===== src/rtl/sdh_stat_pkg.sv =====
package sdh_stat_pkg;
  localparam int EXT_EVTS  = 10;
  localparam int STICKY_N  = 11;
  localparam int CHG_BIT   = 10;
  localparam int CD_BIT    = 11;
  localparam int WP_BIT    = 12;
  localparam int LIVE_TOP  = 13;
  localparam int OFS_STAT  = 40;
  localparam int OFS_CLR   = 44;
  localparam int OFS_EN    = 48;

  typedef enum logic [1:0] {
    SEL_NONE = 2'd0,
    SEL_STAT = 2'd1,
    SEL_EN   = 2'd2
  } rd_sel_e;
endpackage


===== src/rtl/sdh_sync_bank.sv =====
module sdh_sync_bank #(
  parameter int WIDTH  = 2,
  parameter int STAGES = 2
) (
  input  logic             clk,
  input  logic             rst,
  input  logic [WIDTH-1:0] d,
  output logic [WIDTH-1:0] q
);
  logic [STAGES-1:0][WIDTH-1:0] stg;

  always_ff @(posedge clk) begin
    if (rst) begin
      stg <= '0;
    end else begin
      for (int s = STAGES - 1; s > 0; s--) stg[s] <= stg[s-1];
      stg[0] <= d;
    end
  end

  assign q = stg[STAGES-1];
endmodule


===== src/rtl/sdh_cd_watch.sv =====
module sdh_cd_watch #(
  parameter int STAGES = 2
) (
  input  logic clk,
  input  logic rst,
  input  logic cd_s,
  output logic chg
);
  localparam int ARM_LIM = STAGES + 1;
  localparam int CW      = $clog2(ARM_LIM + 1);

  logic          cd_q;
  logic [CW-1:0] arm_cnt;
  logic          armed;

  assign armed = (arm_cnt == CW'(ARM_LIM));

  always_ff @(posedge clk) begin
    if (rst) begin
      cd_q    <= 1'b0;
      arm_cnt <= '0;
    end else begin
      cd_q <= cd_s;
      if (!armed) arm_cnt <= arm_cnt + 1'b1;
    end
  end

  assign chg = armed & (cd_s ^ cd_q);


  chg_needs_edge_chk: assert property (@(posedge clk) disable iff (rst)
    chg |-> (cd_s != $past(cd_s)));
endmodule


===== src/rtl/sdh_sticky_bank.sv =====
module sdh_sticky_bank #(
  parameter int N = 11
) (
  input  logic         clk,
  input  logic         rst,
  input  logic [N-1:0] set_i,
  input  logic [N-1:0] clr_i,
  output logic [N-1:0] stat_o
);
  logic [N-1:0] stat;
  logic [N-1:0] nxt;

  for (genvar gi = 0; gi < N; gi++) begin : g_bit
    assign nxt[gi] = set_i[gi] | (stat[gi] & ~clr_i[gi]);
  end

  always_ff @(posedge clk) begin
    if (rst) stat <= '0;
    else     stat <= nxt;
  end

  assign stat_o = stat;


  set_sticks_chk: assert property (@(posedge clk) disable iff (rst)
    (|set_i) |=> ((stat & $past(set_i)) == $past(set_i)));

  clear_applies_chk: assert property (@(posedge clk) disable iff (rst)
    (|(clr_i & ~set_i)) |=> ((stat & $past(clr_i & ~set_i)) == '0));

  untouched_hold_chk: assert property (@(posedge clk) disable iff (rst)
    1'b1 |=> ((stat & ~$past(set_i | clr_i)) == ($past(stat) & ~$past(set_i | clr_i))));
endmodule


===== src/rtl/sdh_status_unit.sv =====
module sdh_status_unit
  import sdh_stat_pkg::*;
#(
  parameter int ADDR_W      = 8,
  parameter int DATA_W      = 32,
  parameter int SYNC_STAGES = 2
) (
  input  logic                clk,
  input  logic                rst,
  input  logic                reg_wr,
  input  logic                reg_rd,
  input  logic [ADDR_W-1:0]   reg_addr,
  input  logic [DATA_W-1:0]   reg_wdata,
  output logic [DATA_W-1:0]   reg_rdata,
  input  logic [EXT_EVTS-1:0] evt_i,
  input  logic                cd_pin,
  input  logic                wp_pin,
  output logic                irq_o
);
  localparam int PAD_W = DATA_W - LIVE_TOP;

  logic [1:0]          pins_s;
  logic                cd_s, wp_s, cd_chg;
  logic [STICKY_N-1:0] set_v, clr_v, stat, en_q;
  logic                hit_stat, hit_clr, hit_en;
  rd_sel_e             rd_sel;
  logic [DATA_W-1:0]   rd_val;
  logic                unused_wdata;

  assign unused_wdata = ^reg_wdata[DATA_W-1:STICKY_N];

  sdh_sync_bank #(.WIDTH(2), .STAGES(SYNC_STAGES)) u_sync (
    .clk(clk), .rst(rst), .d({wp_pin, cd_pin}), .q(pins_s)
  );
  assign cd_s = pins_s[0];
  assign wp_s = pins_s[1];

  sdh_cd_watch #(.STAGES(SYNC_STAGES)) u_cdw (
    .clk(clk), .rst(rst), .cd_s(cd_s), .chg(cd_chg)
  );

  assign hit_stat = (int'(reg_addr) == OFS_STAT);
  assign hit_clr  = (int'(reg_addr) == OFS_CLR);
  assign hit_en   = (int'(reg_addr) == OFS_EN);

  assign set_v = {cd_chg, evt_i};
  assign clr_v = (reg_wr && hit_clr) ? reg_wdata[STICKY_N-1:0] : '0;

  sdh_sticky_bank #(.N(STICKY_N)) u_bank (
    .clk(clk), .rst(rst), .set_i(set_v), .clr_i(clr_v), .stat_o(stat)
  );

  always_ff @(posedge clk) begin
    if (rst) en_q <= '0;
    else if (reg_wr && hit_en) en_q <= reg_wdata[STICKY_N-1:0];
  end

  always_comb begin
    if (hit_stat)    rd_sel = SEL_STAT;
    else if (hit_en) rd_sel = SEL_EN;
    else             rd_sel = SEL_NONE;
  end

  always_comb begin
    case (rd_sel)
      SEL_STAT: rd_val = {{PAD_W{1'b0}}, wp_s, cd_s, stat};
      SEL_EN:   rd_val = {{(DATA_W-STICKY_N){1'b0}}, en_q};
      default:  rd_val = '0;
    endcase
  end

  always_ff @(posedge clk) begin
    if (rst) begin
      reg_rdata <= '0;
      irq_o     <= 1'b0;
    end else begin
      if (reg_rd) reg_rdata <= rd_val;
      irq_o <= |(stat & en_q);
    end
  end


  irq_rise_chk: assert property (@(posedge clk) disable iff (rst)
    (|(stat & en_q)) |=> irq_o);

  irq_fall_chk: assert property (@(posedge clk) disable iff (rst)
    !(|(stat & en_q)) |=> !irq_o);

  stat_write_ignored_chk: assert property (@(posedge clk) disable iff (rst)
    (reg_wr && hit_stat && !(|set_v)) |=> (stat == $past(stat)));

  rdata_hold_chk: assert property (@(posedge clk) disable iff (rst)
    !reg_rd |=> $stable(reg_rdata));
endmodule


===== config.mk =====
export PLATFORM = sky130hd
export DESIGN_NAME = sdh_status_unit
export DESIGN_NICKNAME = d
export VERILOG_FILES = /design/src/rtl/sdh_stat_pkg.sv /design/src/rtl/sdh_sync_bank.sv /design/src/rtl/sdh_cd_watch.sv /design/src/rtl/sdh_sticky_bank.sv /design/src/rtl/sdh_status_unit.sv
export SDC_FILE = /design/constraint.sdc
export NUM_CORES = 1
export LEC_CHECK = 0
export BUFFER_PORTS_ARGS = -buffer_cell sky130_fd_sc_hd__buf_4
export CAP_MARGIN = 10
export CORE_AREA = 3 3 80 82
export CTS_BUF_LIST = sky130_fd_sc_hd__clkbuf_2
export CTS_CLUSTER_SIZE = 16
export DETAILED_ROUTE_END_ITERATION = 8
export DIE_AREA = 0 0 83 85
export PLACE_DENSITY_LB_ADDON = 0.15
export SYNTH_ARGS = -nofsm -noshare
export SYNTH_HDL_FRONTEND = slang
export SYNTH_SLANG_ARGS = --single-unit
export TNS_END_PERCENT = 1

===== constraint.sdc =====
create_clock -name clk -period 1.8 [get_ports clk]
set_input_delay 0.36 -clock clk [delete_from_list [all_inputs] [get_ports clk]]
set_output_delay 0.36 -clock clk [all_outputs]
set_load 0.005 [all_outputs]

; ---- Yosys cells after proc, flatten, opt, wreduce, memory -nomap -nowiden
; Cells that the tools add are included.
; W data, S select, Z words.
[totals]
regBits = 62
latch_bits = 0
mem_bits_rw = 0
romBits = 0
inputBits = 56
output_inout_bits = 33
elab_cells = 58
n_memories = 0
[op_classes]
add_sub_neg = 1
n_mul = 0
div_mod_pow = 0
magnitude_cmp = 0
n_eq_ne = 6
shifts = 0
mux = 4
n_bitwise = 36
reduce_logical = 3
[ops]
columns = cell, n
row1 = $pmux W13 S2, 1
row2 = $eq A8 B7 Y1 const B, 3
row3 = $and A1 B1 Y1, 12
row4 = $and A11 B11 Y11, 1
row5 = $mux W11, 1
row6 = $not A1 Y1, 11
row7 = $or A1 B1 Y1, 11
row8 = $reduce_or A11 Y1, 1
row9 = $eq A2 B2 Y1 const B, 2
row10 = $mux W2, 2
row11 = $add A2 B1 Y2 const B, 1
row12 = $eq A2 B1 Y1 const B, 1
row13 = $logic_and A1 B1 Y1, 2
row14 = $xor A1 B1 Y1, 1

; ---- Longest topological paths before layout
; Gate-level depths: netlist of the first run.
[depth]
word_depth = 6
depth_mapped = 4
depth_no_buf = 3

; ---- Cells and area by module
; Synthesis of the first run repeated with hierarchy kept, for this count alone.
[hier_totals]
cells_unflattened = 247
hier_area_um2 = 2230.9
[by_module_without_submodules]
columns = mod, instances, cells_per_inst, area_per_inst_um2, seq_area_each_um2
row1 = sdh_status_unit, 1, 181, 1555.2, 500.5
row2 = sdh_sticky_bank, 1, 45, 434.2, 220.2
row3 = sdh_cd_watch, 1, 11, 121.4, 60.1
row4 = sdh_sync_bank, 1, 10, 120.1, 80.1

; ---- Worst setup path before layout of the first run
; No wires, ideal clock.
[synth_path]
path_kind = input to register
startpoint = input port reg_addr[1]
endpoint = register en_q[0]
setup_time_ns = 0.072
arrival_ns = 1.264
t_required_ns = 1.728
path_slack_ns = 0.464
cell_stages = 4
n_path_buf = 1
path_cell_list = nor4_4 and4_4 buf_8 mux2i_1
[synth_between]
elab_chain_len = 2
[synth_lines]
columns = element, line
row1 = "start, declared", sdh_status_unit.sv:12  ; input logic [ADDR_W-1:0] reg_addr,
row2 = $eq A8 B7 Y1, sdh_status_unit.sv:44  ; assign hit_en = (int'(reg_addr) == OFS_EN);
row3 = $logic_and A1 B1 Y1, sdh_status_unit.sv:55  ; else if (reg_wr && hit_en) en_q <= reg_wdata[STICKY_N-1:0];
row4 = "end signal, assigned", sdh_status_unit.sv:55
row5 = "end, declared", sdh_status_unit.sv:24  ; logic [STICKY_N-1:0] set_v, clr_v, stat, en_q;
; Every way passes these cells.
; A chain may end at the register's enable or synchronous reset.

; ---- Worst setup path after layout of the first run
[layout_path]
startpoint = register reg_rdata[9]
endpoint = output port reg_rdata[9]
[layout_rtl]
columns = element, line
row1 = "start, declared", sdh_status_unit.sv:14  ; output logic [DATA_W-1:0] reg_rdata,
row2 = "start signal, assigned", sdh_status_unit.sv:77  ; if (reg_rd) reg_rdata <= rd_val;
; No word-level cell between the ends.

==> results of run 1 <==
==> worst paths after layout <==
| kind | startpoint | to | slack [ps] | depth (start not counted) |
|---|---|---|---|---|
| min reg2reg | u_sync.stg[0] | u_sync.q[0] | 460 | 1 |
| max reg2reg | u_bank.stat_o[7] | irq_o | 670 | 3 |
| min | reg_wdata[5] | u_bank.stat_o[5] | 120 | 2 |
| max | reg_rdata[9] | reg_rdata[9] | 520 | 1 |
==> sequential cells by signal, indices dropped and copies added, names as in the netlist <==
name / flops
u_sync.stg: 2
en_q: 11
u_cdw.arm_cnt: 2
u_bank.stat_o: 11
u_sync.q: 2
u_cdw.cd_q: 1
reg_rdata: 13
irq_o: 1
==> final cells by class <==
| type | count | area share [%] |
|---|---|---|
| Multi-Input combinational cell | 142 | 40.5 |
| Sequential cell | 43 | 36.2 |
| Timing Repair Buffer | 51 | 16.1 |
| Tap cell | 75 | 3.94 |
| Inverter | 10 | 1.58 |
| Clock buffer | 7 | 1.47 |
| Clock inverter | 1 | 0.210 |
==> placed cells by master, fill, tap and decap left out <==
master,n
a311oi_1,11
nor2b_1,8
a222oi_1,1
inv_1,10
a21oi_1,3
and4_2,1
nor2_1,12
nand2_1,2
and4_4,1
o32ai_1,11
a22oi_1,11
nand4_1,2
buf_4,51
a221oi_1,2
a31oi_1,1
ha_1,1
nand2b_1,36
and2_1,3
clkbuf_2,7
conb_1,19
nor4_4,1
dfxtp_1,43
xor2_1,2
a22o_1,2
mux2i_1,12
clkinv_2,1
==> cells in the mapped netlist (4+ instances only) <==
master	n
clkbuf_1	6
nand2b_1	36
dfxtp_1	43
nor2b_1	8
buf_2	4
a22oi_1	11
mux2i_1	12
a311oi_1	11
inv_1	10
buf_4	20
o32ai_1	11
nor2_1	12
==> per-layer routing <==
layer	track usage, %	part of all wire (%)	wire (µm)
met1	16.6	48	2060
met2	18.4	45	1940
met3	2.91	5.1	219
met4	6.24	1.4	61
met5	0	0	0
==> per-stage QoR <==
| step | setup WS [ps] | area [µm²] | std cells |
|---|---|---|---|
| 2_1_floorplan | 464 | 2080 | 227 |
| 3_3_place_gp | 176 | 2340 | 321 |
| 3_5_place_dp | 179 | 2340 | 321 |
| 4_1_cts | 495 | 2380 | 329 |
| 5_1_grt | 433 | 2380 | 329 |
| 6_report | 523 | 2380 | 329 |
==> where the power goes <==
part	switching [mW]	internal, mW
clock	0.297	0.106
combinational	0.0960	0.105
sequential	0.0227	0.986
==> logic make-up (layout without fill, tap and decap cells) <==
family,Yosys count,count (layout),synth area share (%)
other,1,19,0.186
adders and majority gates,1,1,0.621
xor gates and xnor gates,2,2,0.870
AOI/OAI and AO/OA,42,42,17.0
buffers and inverters,42,69,12.7
DFF,43,43,42.7
and+or+nand+nor,66,66,19.9
muxes,12,12,5.96
==> results by group, run 1 <==
Run status
  – Run status: complete, no violations

Finish
  – Fillers: 620
  – Nets: 310
  – Area occupied by multi-input gates: 965 µm²
  – Fraction of layout cells with a size suffix above 1: 24.4%
  – Diode count: 0
  – Area growth, synth to finish: 18.1%
  – Finished Core Util: 40.9%
  – FF/Latch Area: 861 µm²

Floorplan
  – Die width: 83 µm
  – # IOs: 89
  – Initial Util: 34.6%
  – Core area: 5820 µm²
  – Die H: 85 µm
  – DIE AREA: 7060 µm²
  – Core Rows: 28

Synth
  – EDFF count, synth: 0
  – Area contributors post-synth: dfxtp_1 (43%), nand2b_1 (11%), buf_4 (7.5%), mux2i_1 (6.0%), a311oi_1 (4.8%)
  – Post-synth top flop: dfxtp_1
  – Yosys top cell area share: 42.7%
  – Syn Inst Count: 209
  – Synth cell types: 28
  – Largest area contributor in the netlist: dfxtp_1
  – Ys async rst share: 0%
  – #FFs+latches synth: 43
  – Ys Warns: 0
  – Synth Area per Inst: 9.64 µm²
  – Mapped Area: 2010 µm²
  – Post-synthesis sequential area ratio: 42.7%

Timing
  – Final Slew Violations: 0
  – Tmin final: 1280 ps
  – Tcrit/Tclk final: 70.9%
  – Max frequency: 0.783 GHz
  – Final Setup Violations: 0
  – RSZ-0062 raised after global routing: no
  – Worst Skew: 25.0 ps
  – Fin. Hold Viols: 0
  – Final hold slack: 119 ps
  – Setup tns final: 0 ps

Power
  – Cell Pwr Density: 678 nW/µm²
  – Pwr Total: 1.61 mW
  – Max VDD drop: 376 µV
  – Leak: 0.957 nW

Clock tree
  – CTS tree: done
  – Postcts setup bufs: 0
  – Worst-path clk slew: 210 ps
  – # hold bufs at CTS: 0
  – CTS root buf: clkbuf_2
  – CTS Buf Count: 5
  – H-tree depth: 2
  – Sink Count: 43
  – PostCTS Resize Cnt: 0
  – Clk buf depth: 2
  – Worst-Skew Late Latency: 400 ps

Placement
  – GPL Wtd Cong: 0.713
  – Port Buf Inserts: 48
  – Post-DP HPWL: 3120 µm

GRT
  – Initial antenna violation count: 0
  – Gr usage total: 12.3%
  – Pin count of the biggest net entering global routing: 33
  – GRT overflow: 0
  – First-pass GRT wire length: 6910 µm
  – Vias in the first global route: 1397

Detailed routing
  – Drt initial violations: 105
  – Number of remaining DRC errors: 0
  – ANT nets after route: 0
  – Initial DRT Pass Iterations: 4
  – Total Routed Length: 4280 µm
  – Mean number of vias per cell: 4.78
  – Vias: 1571
  – Per-cell routed wire length: 13.0 µm

Setup path
  – Top delay family on crit path: flip-flops
  – Slowest stage delay, CP: 400 ps
  – Worst Path Arrival: 920 ps
  – CP max-delay cell: dfxtp_1
  – CP Cell Sequence: buf_4
  – Crit Path Max Fanout: 2
  – Worst Setup Start Kind: flip-flop
  – CP Capture Type: primary output
  – Crit Path Class: flip-flop to primary output
  – CP bufs+invs: 1
  – Worst EP required: 1440 ps

Hold path
  – Tightest Hold Check Type: input pin to flip-flop

Job
  – MaxCap Viol Count: 0
(Power assumes the default switching activity.)
==> inputs of run 2 (changes only) <==
--- a/config.mk
+++ b/config.mk
@@ -5,13 +5,14 @@
 export SDC_FILE = /design/constraint.sdc
 export NUM_CORES = 1
 export LEC_CHECK = 0
+export ABC_AREA = 1
 export BUFFER_PORTS_ARGS = -buffer_cell sky130_fd_sc_hd__buf_4
 export CAP_MARGIN = 10
-export CORE_AREA = 3 3 80 82
+export CORE_AREA = 3 3 81 83
 export CTS_BUF_LIST = sky130_fd_sc_hd__clkbuf_2
 export CTS_CLUSTER_SIZE = 16
 export DETAILED_ROUTE_END_ITERATION = 8
-export DIE_AREA = 0 0 83 85
+export DIE_AREA = 0 0 84 86
 export PLACE_DENSITY_LB_ADDON = 0.15
 export SYNTH_ARGS = -nofsm -noshare
 export SYNTH_HDL_FRONTEND = slang
==> constraint.sdc (replaced) <==
create_clock -name clk -period 1.3 [get_ports clk]
set_input_delay 0.26 -clock clk [delete_from_list [all_inputs] [get_ports clk]]
set_output_delay 0.26 -clock clk [all_outputs]
set_load 0.005 [all_outputs]
==> run 2 against run 1 <==
  * Flip-flop and latch count unchanged
  * Utilization increased by 0.52 points
  * Synthesized area increased by 1.5%
  * Global-route usage increased by 1.7 points
  * Design area increased by 3.1%
  * First-iteration DRC count decreased by 13%
  * Total power increased by 44%
  * Wire length increased by 14%
  * Critical path depth unchanged
  * Via count increased by 17%
  * Clock skew decreased by 18 ps
  * Critical path type unchanged
==> results by group, run 2 <==
Floorplan
  – Initial Util: 34.5%
  – Core Rows: 28
  – Die H: 86 µm
  – DIE AREA: 7220 µm²
  – Core area: 5920 µm²
  – Die width: 84 µm
  – # IOs: 89

Power
  – Clock power share: 23.5%
  – Comb pwr share: 14.9%
  – Reg power frac: 61.6%
  – Sw Share: 27.4%
  – Leak: 1.23 nW
  – Max VDD drop: 454 µV
  – Internal Power: 1.69 mW
  – Cell Pwr Density: 948 nW/µm²
  – Sw Pwr: 0.637 mW

Timing
  – Worst Skew: 7.18 ps
  – Tmin final: 1150 ps
  – Final hold slack: 56.9 ps
  – Max frequency: 0.873 GHz
  – RSZ-0062 raised after global routing: no
  – Final Setup Violations: 0
  – Final Slew Violations: 0
  – Tcrit/Tclk final: 88.1%
  – Fin. Hold Viols: 0

Finish
  – Diode count: 0
  – Largest register by flop count: reg_rdata
  – Fraction of layout cells with a size suffix above 1: 20.7%
  – Most frequent cells in the layout: buf_4 (58), nor2_1 (56), nand3_1 (47)
  – Area growth, synth to finish: 20.0%
  – Nets: 399
  – Final instance area: 2450 µm²
  – Max reg flops: 13
  – Most common cell after layout, fill and taps aside: buf_4

GRT
  – Pin count of the biggest net entering global routing: 27
  – Gr usage total: 14.0%
  – First-pass GRT wire length: 8150 µm
  – Initial antenna violation count: 0
  – GRT overflow: 0
  – Vias in the first global route: 1737

Hold path
  – Worst Hold Endpoint: u_sync.stg[1]
  – Tightest Hold Check Type: input pin to flip-flop
  – Min-delay src: wp_pin
  – Hold Path Stages: 3

Setup path
  – Register-to-register setup slack: 250 ps
  – Worst EP required: 1040 ps
  – R2r startpoint: u_cdw.arm_cnt[0]
  – Top delay family on crit path: flip-flops
  – Slowest stage delay, CP: 390 ps
  – CP bufs+invs: 1
  – Worst reg-to-reg path cell count: 5
  – CP Cell Sequence: buf_4
  – CP max-delay cell: dfxtp_1
  – Worst Path Arrival: 890 ps
  – CP Capture Type: primary output
  – FF-to-FF End: u_bank.stat_o[10]
  – Worst Setup Start Kind: flip-flop
  – Crit Path Class: flip-flop to primary output
  – Crit Path Max Fanout: 2

Synth
  – Post-synthesis sequential area ratio: 42.1%
  – Ys async rst share: 0%
  – Mapped Area: 2040 µm²
  – #FFs+latches synth: 43
  – Post-synth top cells: nor2_1 (56), nand3_1 (47), dfxtp_1 (43)
  – Synth cell types: 22
  – EDFF count, synth: 0
  – Largest area contributor in the netlist: dfxtp_1
  – Area contributors post-synth: dfxtp_1 (42%), nand3_1 (12%), nor2_1 (10%), buf_4 (8.4%), nand2_1 (7.0%)
  – Synth Area per Inst: 7.00 µm²
  – Syn Inst Count: 292
  – Count leader, synth: nor2_1
  – Ys Warns: 0
  – Post-synth top flop: dfxtp_1
  – Yosys top cell area share: 42.1%

Clock tree
  – H-tree depth: 2
  – CTS root buf: clkbuf_2
  – Worst-path clk slew: 200 ps
  – CTS Buf Count: 5
  – Sink Count: 43
  – Postcts setup bufs: 0
  – Clk buf depth: 2
  – CTS tree: done
  – Worst-Skew Late Latency: 380 ps

Detailed routing
  – Initial DRT Pass Iterations: 4
  – Vias: 1841
  – Drt initial violations: 91
  – Per-cell routed wire length: 11.6 µm
  – Total Routed Length: 4860 µm
  – Number of remaining DRC errors: 0
  – Mean number of vias per cell: 4.40
  – ANT nets after route: 0

Placement
  – Post-DP HPWL: 3500 µm
  – Port Buf Inserts: 48
  – GPL Wtd Cong: 0.727
  – DP Area: 2410 µm²

Job
  – MaxCap Viol Count: 0

Run status
  – Run status: complete, no violations
[run 2: cell count changes after synthesis, moves of 4 or more]
cell	change
nor2_1	+44
inv_1	+22
nor2b_1	-8
clkbuf_1	-4
mux2i_1	-12
a311oi_1	-11
a22oi_1	-11
o32ai_1	-11
o21ai_0	+7
nand2b_1	-36
nand2_1	+36
o21ai_1	+8
a21oi_1	+12
nand3_1	+47
[run 2: worst max-delay path by stage]
stage | from | to | slack (ps) | cells past startpoint
global placement | reg_addr[1] | en_q[8] | 20 | 8
CTS | reg_rdata[10] | reg_rdata[10] | 110 | 1
floorplan | reg_addr[1] | en_q[7] | 270 | 7
detailed placement | reg_addr[7] | en_q[3] | -2 | 8
global route | reg_rdata[0] | reg_rdata[0] | 60 | 1
finish | reg_rdata[12] | reg_rdata[12] | 150 | 1
[run 2: cell families after synthesis]
logic type	synth area share (%)
xor+xnor	0.428
flops	42.1
simple gates	31.4
other cells	0.183
fa+ha+maj	0.612
compound gates	7.34
buf+inv	17.9
[run 2: power groups by stage]
stage	logic (mW)	registers, mW	clock network (mW)
after global placement	0.341	1.46	0
after CTS	0.348	1.43	0.587
after global routing	0.398	1.44	0.641
after detailed placement	0.347	1.46	0
after floorplan	0.224	1.45	0
final	0.346	1.43	0.545
[run 2: timing repair]
item,4_1_cts,5_1_grt
hold endpoints to repair,0,1
hold buffers,0,1
gates resized for setup,0,0
[run 2: area by class of cell]
type / instances / area (µm²)
Fill cell: 678 / 3470
Sequential cell: 43 / 861
Inverter: 35 / 131
Tap cell: 75 / 93.8
Timing Repair Buffer: 59 / 445
Multi-Input combinational cell: 198 / 885
Clock inverter: 2 / 7.51
Clock buffer: 6 / 30.0
[run 2: per-layer routing]
| layer | wire, µm | vias to the layer above | global-route usage [%] |
|---|---|---|---|
| met5 | 0 | - | 0 |
| met3 | 241 | 0 | 3.17 |
| met4 | 0 | 0 | 4.82 |
| li1 | - | 976 | - |
| met2 | 2320 | 43 | 22.4 |
| met1 | 2300 | 822 | 18.7 |
[run 2: metrics by stage]
stage | util [%] | setup slack [ps] | setup TNS [ps] | total power, mW | cells
after floorplan | - | 274 | 0 | 1.68 | 310
after global placement | 40.6 | 18.5 | 0 | 1.80 | 409
after detailed placement | 40.6 | -2.01 | -2.33 | 1.81 | 409
after CTS | 41.3 | 109 | 0 | 2.37 | 417
after global routing | 41.4 | 61.0 | 0 | 2.48 | 418
final | 41.4 | 155 | 0 | 2.33 | 418
==> inputs of run 3 (changes only) <==
--- a/config.mk
+++ b/config.mk
@@ -8,11 +8,11 @@
 export ABC_AREA = 1
 export BUFFER_PORTS_ARGS = -buffer_cell sky130_fd_sc_hd__buf_4
 export CAP_MARGIN = 10
-export CORE_AREA = 3 3 81 83
+export CORE_AREA = 3 3 59 115
 export CTS_BUF_LIST = sky130_fd_sc_hd__clkbuf_2
 export CTS_CLUSTER_SIZE = 16
 export DETAILED_ROUTE_END_ITERATION = 8
-export DIE_AREA = 0 0 84 86
+export DIE_AREA = 0 0 62 118
 export PLACE_DENSITY_LB_ADDON = 0.15
 export SYNTH_ARGS = -nofsm -noshare
 export SYNTH_HDL_FRONTEND = slang
==> run 3 against run 2 <==
  * First-iteration DRC count down 37%
  * Setup slack better by 1.1 ps
  * Wire length up 1.8%
  * Critical path depth unchanged
  * Sequential share of layout area is 0.20 points lower
  * Via count grew 2.1%
  * Clock power decreased by 2%
  * Utilization is 0.70 points lower
  * Clock skew is 0.67 ps higher
  * Total power fell by 0.51%
  * Die area increased by 1.3%
==> results by group, run 3 (same netlist as run 2, synthesis figures left out) <==
Timing
  – Tcrit/Tclk final: 88.0%
  – Max frequency: 0.874 GHz
  – Final Slew Violations: 0
  – Worst Skew: 7.85 ps
  – Final Setup Violations: 0
  – Tmin final: 1140 ps
  – Fin. Hold Viols: 0
  – RSZ-0062 raised after global routing: no
  – Setup tns final: 0 ps

Floorplan
  – # IOs: 89
  – Die H: 118 µm
  – Core area: 6060 µm²
  – Initial Util: 33.8%
  – Die width: 62 µm
  – DIE AREA: 7320 µm²
  – Core Rows: 40

Power
  – Pwr Total: 2.31 mW
  – Sw Share: 27.2%
  – Clock power share: 23.0%
  – Leak: 1.23 nW
  – Sw Pwr: 0.630 mW
  – Internal Power: 1.68 mW
  – Comb pwr share: 15.1%
  – Reg power frac: 61.8%
  – Max VDD drop: 531 µV
  – Cell Pwr Density: 938 nW/µm²

Detailed routing
  – Vias: 1879
  – Per-cell routed wire length: 11.6 µm
  – Metal2 WL: 2790 µm
  – ANT nets after route: 0
  – Wl on met1: 1830 µm
  – Total Routed Length: 4940 µm
  – DR WL met3: 241 µm
  – Drt initial violations: 57
  – Mean number of vias per cell: 4.42
  – Initial DRT Pass Iterations: 4
  – Number of remaining DRC errors: 0
  – Highest routing layer actually used: met4

Placement
  – Port Buf Inserts: 48
  – GPL Wtd Cong: 0.743
  – Post-Place Cells: 419
  – Post-DP HPWL: 3630 µm

Job
  – MaxCap Viol Count: 0

Finish
  – Area growth, synth to finish: 20.7%
  – Most common cell after layout, fill and taps aside: buf_4
  – Diode count: 0
  – Fin cells: 425
  – Nets: 399
  – Most frequent cells in the layout: buf_4 (58), nor2_1 (56), nand3_1 (47)
  – Fillers: 687
  – Max reg flops: 13
  – Largest register by flop count: reg_rdata
  – Fraction of layout cells with a size suffix above 1: 21.1%

Setup path
  – Worst Path Arrival: 880 ps
  – Crit Path Max Fanout: 2
  – Slowest stage delay, CP: 380 ps
  – Worst Setup Start Kind: flip-flop
  – Crit Path Class: flip-flop to primary output
  – CP bufs+invs: 1
  – CP Capture Type: primary output
  – Worst EP required: 1040 ps
  – CP Cell Sequence: buf_4
  – CP max-delay cell: dfxtp_1
  – Top delay family on crit path: flip-flops

GRT
  – Initial antenna violation count: 0
  – GRT overflow: 0
  – First-pass GRT wire length: 8220 µm
  – Pin count of the biggest net entering global routing: 27
  – Gr usage total: 14.8%
  – Vias in the first global route: 1762

Clock tree
  – Clk buf depth: 2
  – CTS root buf: clkbuf_2
  – # hold bufs at CTS: 0
  – PostCTS Resize Cnt: 0
  – CTS tree: done
  – H-tree depth: 2
  – Worst-Skew Late Latency: 400 ps
  – Postcts setup bufs: 0
  – Sink Count: 43
  – CTS Buf Count: 5
  – Worst-path clk slew: 200 ps

Run status
  – Run status: complete, no violations

Hold path
  – Tightest Hold Check Type: input pin to flip-flop
-- run 3: cell types whose count changed in the layout (fill, tap and decap cells not counted), sizes merged --
cell	previous run	this run
clkinv	2	0
dlygate4sd3	1	0
buf	58	59
-- run 3: power groups by stage --
stage               clock (mW)  combinational (mW)  sequential, mW
floorplan                    0               0.224            1.45
global placement             0               0.349            1.46
detailed placement           0               0.354            1.46
CTS                      0.562               0.356            1.43
global route             0.608               0.409            1.44
finish                   0.533               0.350            1.43
-- run 3: area by class of cell --
| cell class | count | area [µm²] | share of cell area (%) |
|---|---|---|---|
| Clock buffer | 6 | 30.0 | 1.22 |
| Inverter | 35 | 131 | 5.32 |
| Multi-Input combinational cell | 198 | 885 | 35.9 |
| Tap cell | 84 | 105 | 4.26 |
| Sequential cell | 43 | 861 | 34.9 |
| Timing Repair Buffer | 59 | 455 | 18.5 |
-- run 3: through the flow --
stage	hold slack (ps)	util [%]	cell area, µm²	setup WS (ps)
after floorplan	367	-	2110	274
after global placement	390	40.2	2440	29.9
after detailed placement	394	40.2	2440	3.52
after CTS	29.1	40.7	2470	124
after global routing	33.6	40.7	2470	70.3
final	49.4	40.7	2470	156
-- run 3: path summary, 6_finish.rpt --
path | start | to | slack [ps] | cells past startpoint
worst max-delay path | reg_rdata[8] | reg_rdata[8] | 160 | 1
worst min-delay path | cd_pin | u_sync.stg[0] | 50 | 3
worst max register to register | u_cdw.arm_cnt[0] | u_bank.stat_o[10] | 260 | 5
worst min register to register | u_sync.stg[0] | u_sync.q[0] | 420 | 2
-- run 3: tightest hold or removal path, stage by stage --
cell    delay, ps
buf_4          70
inv_1          30
nor2_1         60
-- run 3: routing by layer --
metal  global-route usage (%)  vias to the layer above
li1                         -                      970
met3                     2.96                        5
met4                     4.78                        0
met5                        0                        -
met2                     27.1                       49
met1                     15.7                      855
